File: src/rtl/rst_seq_pkg.sv
package rst_seq_pkg;

  typedef enum logic [2:0] {
    SEQ_IDLE,
    SEQ_WAIT,
    SEQ_PWRT,
    SEQ_OST,
    SEQ_WAKE
  } seq_state_e;

  localparam logic [1:0] OSC_XTAL = 2'd0;
  localparam logic [1:0] OSC_LOWF = 2'd1;
  localparam logic [1:0] OSC_EXT  = 2'd2;
  localparam logic [1:0] OSC_RC   = 2'd3;

  localparam int unsigned N_TIMERS = 2;
  localparam int unsigned T_PWRT   = 0;
  localparam int unsigned T_OST    = 1;

  typedef struct packed {
    logic por;
    logic bor;
    logic wdt;
    logic mclr;
  } cause_t;

  function automatic logic osc_needs_settle(input logic [1:0] mode);
    return (mode == OSC_XTAL) || (mode == OSC_LOWF);
  endfunction

endpackage

File: src/rtl/rst_delay_timer.sv
module rst_delay_timer #(
  parameter int unsigned CNT_W = 10
) (
  input  logic clk_i,
  input  logic rst_ni,
  input  logic clr_i,
  input  logic step_i,
  output logic last_o
);

  localparam logic [CNT_W-1:0] CNT_MAX = {CNT_W{1'b1}};

  logic [CNT_W-1:0] cnt_q;

  always_ff @(posedge clk_i or negedge rst_ni) begin
    if (!rst_ni) begin
      cnt_q <= '0;
    end else if (clr_i) begin
      cnt_q <= '0;
    end else if (step_i) begin
      cnt_q <= cnt_q + 1'b1;
    end
  end

  assign last_o = (cnt_q == CNT_MAX);

endmodule

File: src/rtl/rst_status_flags.sv
module rst_status_flags
  import rst_seq_pkg::*;
(
  input  logic   clk_i,
  input  logic   rst_ni,
  input  cause_t evt_i,
  input  logic   ack_i,
  output logic   to_o,
  output logic   pd_o,
  output logic   por_n_o,
  output logic   bor_n_o
);

  logic to_q, pd_q, por_n_q, bor_n_q;

  always_ff @(posedge clk_i or negedge rst_ni) begin
    if (!rst_ni) begin
      to_q    <= 1'b1;
      pd_q    <= 1'b1;
      por_n_q <= 1'b0;
      bor_n_q <= 1'b1;
    end else begin
      // power-on owns to/pd; watchdog only lowers to
      if (evt_i.por) begin
        to_q <= 1'b1;
        pd_q <= 1'b1;
      end else if (evt_i.wdt) begin
        to_q <= 1'b0;
      end
      if (evt_i.por)  por_n_q <= 1'b0;
      else if (ack_i) por_n_q <= 1'b1;
      if (evt_i.bor)  bor_n_q <= 1'b0;
      else if (ack_i) bor_n_q <= 1'b1;
    end
  end

  assign to_o    = to_q;
  assign pd_o    = pd_q;
  assign por_n_o = por_n_q;
  assign bor_n_o = bor_n_q;

endmodule

File: src/rtl/rst_seq_ctrl.sv
module rst_seq_ctrl
  import rst_seq_pkg::*;
(
  input  logic       clk_i,
  input  logic       rst_ni,
  input  cause_t     evt_i,
  input  logic       pwrt_en_i,
  input  logic       wake_i,
  input  logic [1:0] osc_mode_i,
  input  logic       rc_tick_i,
  input  logic       pwrt_last_i,
  input  logic       ost_last_i,
  output logic       pwrt_clr_o,
  output logic       pwrt_step_o,
  output logic       ost_clr_o,
  output logic       ost_step_o,
  output logic       chip_rst_o,
  output logic       core_hold_o,
  output logic       pwrt_busy_o
);

  seq_state_e state_q, state_d;
  logic       rst_q, rst_d;
  logic       restart;

  always_comb begin
    state_d = state_q;
    rst_d   = rst_q;
    restart = 1'b0;
    if (evt_i.por || evt_i.bor) begin
      rst_d   = 1'b1;
      restart = 1'b1;
      state_d = pwrt_en_i ? SEQ_PWRT : SEQ_WAIT;
    end else begin
      unique case (state_q)
        SEQ_IDLE: begin
          if (evt_i.wdt || evt_i.mclr) begin
            state_d = SEQ_WAIT;
            rst_d   = 1'b1;
          end else if (wake_i && osc_needs_settle(osc_mode_i)) begin
            state_d = SEQ_WAKE;
          end
        end
        SEQ_WAIT: begin
          if (!evt_i.mclr) begin
            state_d = SEQ_IDLE;
            rst_d   = 1'b0;
          end
        end
        SEQ_PWRT: begin
          // master-clear pins the power-up count at zero
          if (evt_i.mclr) restart = 1'b1;
          else if (rc_tick_i && pwrt_last_i) state_d = SEQ_OST;
        end
        SEQ_OST: begin
          if (evt_i.mclr) begin
            state_d = SEQ_PWRT;
          end else if (ost_last_i) begin
            state_d = SEQ_IDLE;
            rst_d   = 1'b0;
          end
        end
        SEQ_WAKE: begin
          if (evt_i.wdt || evt_i.mclr) begin
            state_d = SEQ_WAIT;
            rst_d   = 1'b1;
          end else if (ost_last_i) begin
            state_d = SEQ_IDLE;
          end
        end
        default: begin
          state_d = SEQ_WAIT;
          rst_d   = 1'b1;
        end
      endcase
    end
  end

  always_ff @(posedge clk_i or negedge rst_ni) begin
    if (!rst_ni) begin
      state_q <= SEQ_WAIT;
      rst_q   <= 1'b1;
    end else begin
      state_q <= state_d;
      rst_q   <= rst_d;
    end
  end

  logic settling;
  assign settling    = (state_q == SEQ_OST) || (state_q == SEQ_WAKE);
  assign pwrt_busy_o = (state_q == SEQ_PWRT);
  assign pwrt_clr_o  = !pwrt_busy_o || restart;
  assign pwrt_step_o = pwrt_busy_o && rc_tick_i;
  assign ost_clr_o   = !settling;
  assign ost_step_o  = settling;
  assign chip_rst_o  = rst_q;
  assign core_hold_o = rst_q || (state_q == SEQ_WAKE);

endmodule

File: src/rtl/reset_sequencer.sv
module reset_sequencer
  import rst_seq_pkg::*;
#(
  parameter int unsigned CNT_W = 10
) (
  input  logic       clk_i,
  input  logic       rst_ni,
  input  logic       por_i,
  input  logic       bor_i,
  input  logic       mclr_i,
  input  logic       wdt_to_i,
  input  logic       pwrt_en_i,
  input  logic       wake_i,
  input  logic [1:0] osc_mode_i,
  input  logic       rc_tick_i,
  input  logic       flag_ack_i,
  output logic       chip_rst_o,
  output logic       core_hold_o,
  output logic       wdt_tick_o,
  output logic       to_o,
  output logic       pd_o,
  output logic       por_n_o,
  output logic       bor_n_o
);

  cause_t                evt;
  logic [N_TIMERS-1:0]   t_clr, t_step, t_last;
  logic                  pwrt_busy;

  assign evt = '{por: por_i, bor: bor_i, wdt: wdt_to_i, mclr: mclr_i};

  for (genvar g = 0; g < N_TIMERS; g++) begin : g_tmr
    rst_delay_timer #(.CNT_W(CNT_W)) u_tmr (
      .clk_i  (clk_i),
      .rst_ni (rst_ni),
      .clr_i  (t_clr[g]),
      .step_i (t_step[g]),
      .last_o (t_last[g])
    );
  end

  rst_seq_ctrl u_ctrl (
    .clk_i       (clk_i),
    .rst_ni      (rst_ni),
    .evt_i       (evt),
    .pwrt_en_i   (pwrt_en_i),
    .wake_i      (wake_i),
    .osc_mode_i  (osc_mode_i),
    .rc_tick_i   (rc_tick_i),
    .pwrt_last_i (t_last[T_PWRT]),
    .ost_last_i  (t_last[T_OST]),
    .pwrt_clr_o  (t_clr[T_PWRT]),
    .pwrt_step_o (t_step[T_PWRT]),
    .ost_clr_o   (t_clr[T_OST]),
    .ost_step_o  (t_step[T_OST]),
    .chip_rst_o  (chip_rst_o),
    .core_hold_o (core_hold_o),
    .pwrt_busy_o (pwrt_busy)
  );

  rst_status_flags u_flags (
    .clk_i   (clk_i),
    .rst_ni  (rst_ni),
    .evt_i   (evt),
    .ack_i   (flag_ack_i),
    .to_o    (to_o),
    .pd_o    (pd_o),
    .por_n_o (por_n_o),
    .bor_n_o (bor_n_o)
  );

  // RC clock belongs to the power-up delay while it counts
  assign wdt_tick_o = rc_tick_i && !pwrt_busy;

endmodule

File: config.mk
export PLATFORM = sky130hd
export DESIGN_NAME = reset_sequencer
export DESIGN_NICKNAME = d
export VERILOG_FILES = /design/src/rtl/rst_seq_pkg.sv /design/src/rtl/rst_delay_timer.sv /design/src/rtl/rst_status_flags.sv /design/src/rtl/rst_seq_ctrl.sv /design/src/rtl/reset_sequencer.sv
export SDC_FILE = /design/constraint.sdc
export NUM_CORES = 1
export LEC_CHECK = 0
export ABC_AREA = 1
export BUFFER_PORTS_ARGS = -buffer_cell sky130_fd_sc_hd__buf_2
export CAP_MARGIN = 5
export CORE_UTILIZATION = 50
export DETAILED_ROUTE_END_ITERATION = 10
export PLACE_DENSITY = 0.73
export RECOVER_POWER = 50
export SETUP_SLACK_MARGIN = 0.1
export SKIP_LAST_GASP = 1
export SLEW_MARGIN = 20
export SYNTH_ARGS = -nofsm -noshare
export SYNTH_HDL_FRONTEND = slang
export SYNTH_SLANG_ARGS = --single-unit
File: constraint.sdc
create_clock -name clk_i -period 1.4 [get_ports clk_i]
set_input_delay 0.14 -clock clk_i [delete_from_list [all_inputs] [get_ports clk_i]]
set_output_delay 0.14 -clock clk_i [all_outputs]
set_load 0.02 [all_outputs]
==> results by group <==
Routing
  – Drc violations: 0
  – Max Used Layer: met4
  – Antenna viol nets, final: 0
  – Wl on met1: 1.384 mm
  – First-pass DRT Iterations: 4
  – Routed WL: 3.220 mm
  – DR WL/cell: 12.78 um
  – Iter 0 DRT Violations: 51
  – WL met3: 86 um
  – Detail-routed via count per cell: 5.250
  – Detailed-route via count: 1,323
  – Wire length on met2: 1.676 mm

Logic synthesis
  – Syn Nets: 195
  – Synthesized instance count: 181
  – Mapped Area: 1450 um2
  – #FFs+latches synth: 27
  – Avg Inst Size Synth: 8.012 um2
  – Sequential area share after synthesis: 46.94%
  – Warnings, synthesis: 0
  – Synth cell types: 27

Timing
  – Worst-margin pin slew: 0.6635 ns
  – Final Hold Slack: 0.05436 ns
  – Final Hold Fails: 0
  – Setup violations, final: 1
  – Final Max Slew Viols: 0
  – Unrepaired setup endpoints after global routing: yes
  – Fin crit share: 100.2%
  – Shortest period the worst path allows: 1.403 ns
  – Worst clock skew: 0.008422 ns
  – Worst setup margin: -0.002580 ns
  – FMAX: 713.0 MHz
  – Rel. slew slack: 55.77%

Critical path
  – RR Startpoint: u_ctrl.state_q[1]
  – Flop-to-flop setup slack: 0.04 ns
  – Startpoint Class: flop
  – Worst reg2reg path endpoint: g_tmr[0].u_tmr.cnt_q[4]
  – CP max FO: 4
  – Worst setup path class: reg2out
  – Worst EP required: 1.26 ns
  – Critical Path Start: u_ctrl.state_q[0]
  – R2R depth: 9
  – Critical Path Sink Type: output pin
  – Critical path capture point: core_hold_o
  – Crit path DAT: 1.26 ns

Cells and area
  – Nets: 236
  – Layout cells sized above 1: 42.99%
  – Fill cells: 197
  – Area growth, synth to finish: 34.51%
  – N_diodes: 0
  – Most common cell after layout, fill and taps aside: nand2_1
  – Most frequent cells in the layout: nand2_1, dfrtp_1, inv_1, nor2_1, buf_4
  – Finished Core Util: 70.74%

Status
  – Outcome: complete, but fails checks
  – Failing checks: setup timing

Clocking
  – Reg clk slew, reported paths: 0.14 ns
  – Number of buffers created by CTS: 3
  – Clock Latency Late Sink: 0.33 ns
  – Max H-tree Level: 1
  – Sink Count: 27
  – CTS tree: built
  – Root Driver: clkbuf_4
  – Maximum buffer depth of the clock tree: 2

Power and ir drop
  – P per Cell Area: 747.3 nW/um2
  – P_leak: 0.8948 nW
  – IR drop worst, VDD: 0.7121 mV

Floorplan
  – # rows: 19
  – Die ar.: 3120 um2
  – Die Y: 55.86 um
  – Io pins: 19
  – Initial core utilization: 52.59%
  – Core area: 2758 um2
  – Die Width: 55.86 um

Flow run
  – Maximum Capacitance Violations: 0

Global routing
  – All-Layer GR Usage: 20.23%
  – GR Overflow Total: 0
  – Initial antenna violation count: 0
  – Vias in the first global route: 1,203
  – First-pass GRT wire length: 4.974 mm
  – Largest net degree at the start of global routing: 28

Worst hold path
  – Worst Hold Class: in2reg

Placed design
  – GP Congestion: 0.8666
  – Hpwl dp: 2.025 mm
  – Port bufs: 16
## worst max-delay path: stages, from the launching register on
cell and delay [ns]:
dfstp_2 0.59, nor2_2 0.06, nand2_1 0.09, nand2_1 0.07
buf_6 0.13
## metal layers
metal | track usage [%] | vias up
met5 | 0 | -
met3 | 2.558 | 7
li1 | - | 665
met4 | 9.756 | 0
met1 | 24.35 | 619
met2 | 35.80 | 32
## state kept, by name, indices dropped and copies added, names as in the netlist
signal and cells:
g_tmr.u_tmr.cnt_q 20, u_ctrl.state_q 3, u_ctrl.chip_rst_o 1, u_flags.bor_n_o 1
u_flags.por_n_o 1, u_flags.to_o 1
## final cells by class
cell class                      count  area, um2  area share [%]
Multi-Input combinational cell    129      839.6           43.04
Sequential cell                    27      680.7           34.89
Timing Repair Buffer               37      271.5           13.92
Inverter                           24      92.59           4.747
Tap cell                           31      38.79           1.988
Clock buffer                        3      22.52           1.155
Clock inverter                      1      5.005          0.2566
## how the worst min path moves through the flow
stage                     startpoint                 endpoint  slack (ns)  cells past startpoint
after floorplan               rst_ni  g_tmr[0].u_tmr.cnt_q[0]       -0.16                      0
after global placement        rst_ni  g_tmr[1].u_tmr.cnt_q[7]        0.17                      1
after detailed placement      rst_ni  g_tmr[1].u_tmr.cnt_q[6]        0.17                      1
after CTS                 flag_ack_i          u_flags.bor_n_o        0.04                      3
after global routing      flag_ack_i          u_flags.bor_n_o        0.07                      3
final                     flag_ack_i          u_flags.bor_n_o        0.05                      3
## power breakdown
group,internal (mW),switching [mW]
sequential,0.808,0.0181
combinational,0.122,0.170
clock,0.107,0.231
total,1.04,0.420
## per-stage QoR
stage | setup TNS [ns] | total power, mW | setup WS, ns | instances | instance area (um2)
after detailed placement | 0 | 1.030 | 0.05059 | 231 | 1594
after floorplan | 0 | 0.9594 | 0.1551 | 181 | 1453
after global placement | 0 | 1.026 | 0.09684 | 231 | 1594
after global routing | -0.2945 | 1.527 | -0.05988 | 252 | 1951
final | -0.002580 | 1.458 | -0.002580 | 252 | 1951
after CTS | -0.008315 | 1.427 | -0.004775 | 247 | 1784
## cell families after synthesis
group | count (synthesis) | synth area share [%]
simple gates | 96 | 32.53
compound gates | 29 | 11.13
flops | 27 | 46.94
buf+inv | 25 | 6.817
fa+ha+maj | 2 | 1.725
xor+xnor | 1 | 0.6041
other cells | 1 | 0.2586
## Yosys cell counts (all sizes together)
cell type	n	area, um2
a31oi	1	6.260
clkinv	1	5.000
o211a	1	10.01
ha	2	25.02
nor3	9	56.31
buf	1	7.510
nor3b	2	15.01
o21ai	9	45.04
nor4	1	6.260
conb	1	3.750
a21oi	14	70.07
dfrtp	23	575.6
nor2	31	146.4
nand4	1	21.27
o21bai	4	30.03
nand2	39	161.4
xor2	1	8.760
nand3	13	65.06
dfstp	4	105.1
inv	23	86.34
## timing repair
action | 4_1_cts | 5_1_grt
hold endpoints to repair | 26 | 0
hold buffers | 4 | 0
pin swaps | 9 | 17
endpoints found under the setup margin | 10 | 19
buffers inserted | 8 | 5
gates resized for setup | 19 | 38
Power figures use the tool's default switching activity.
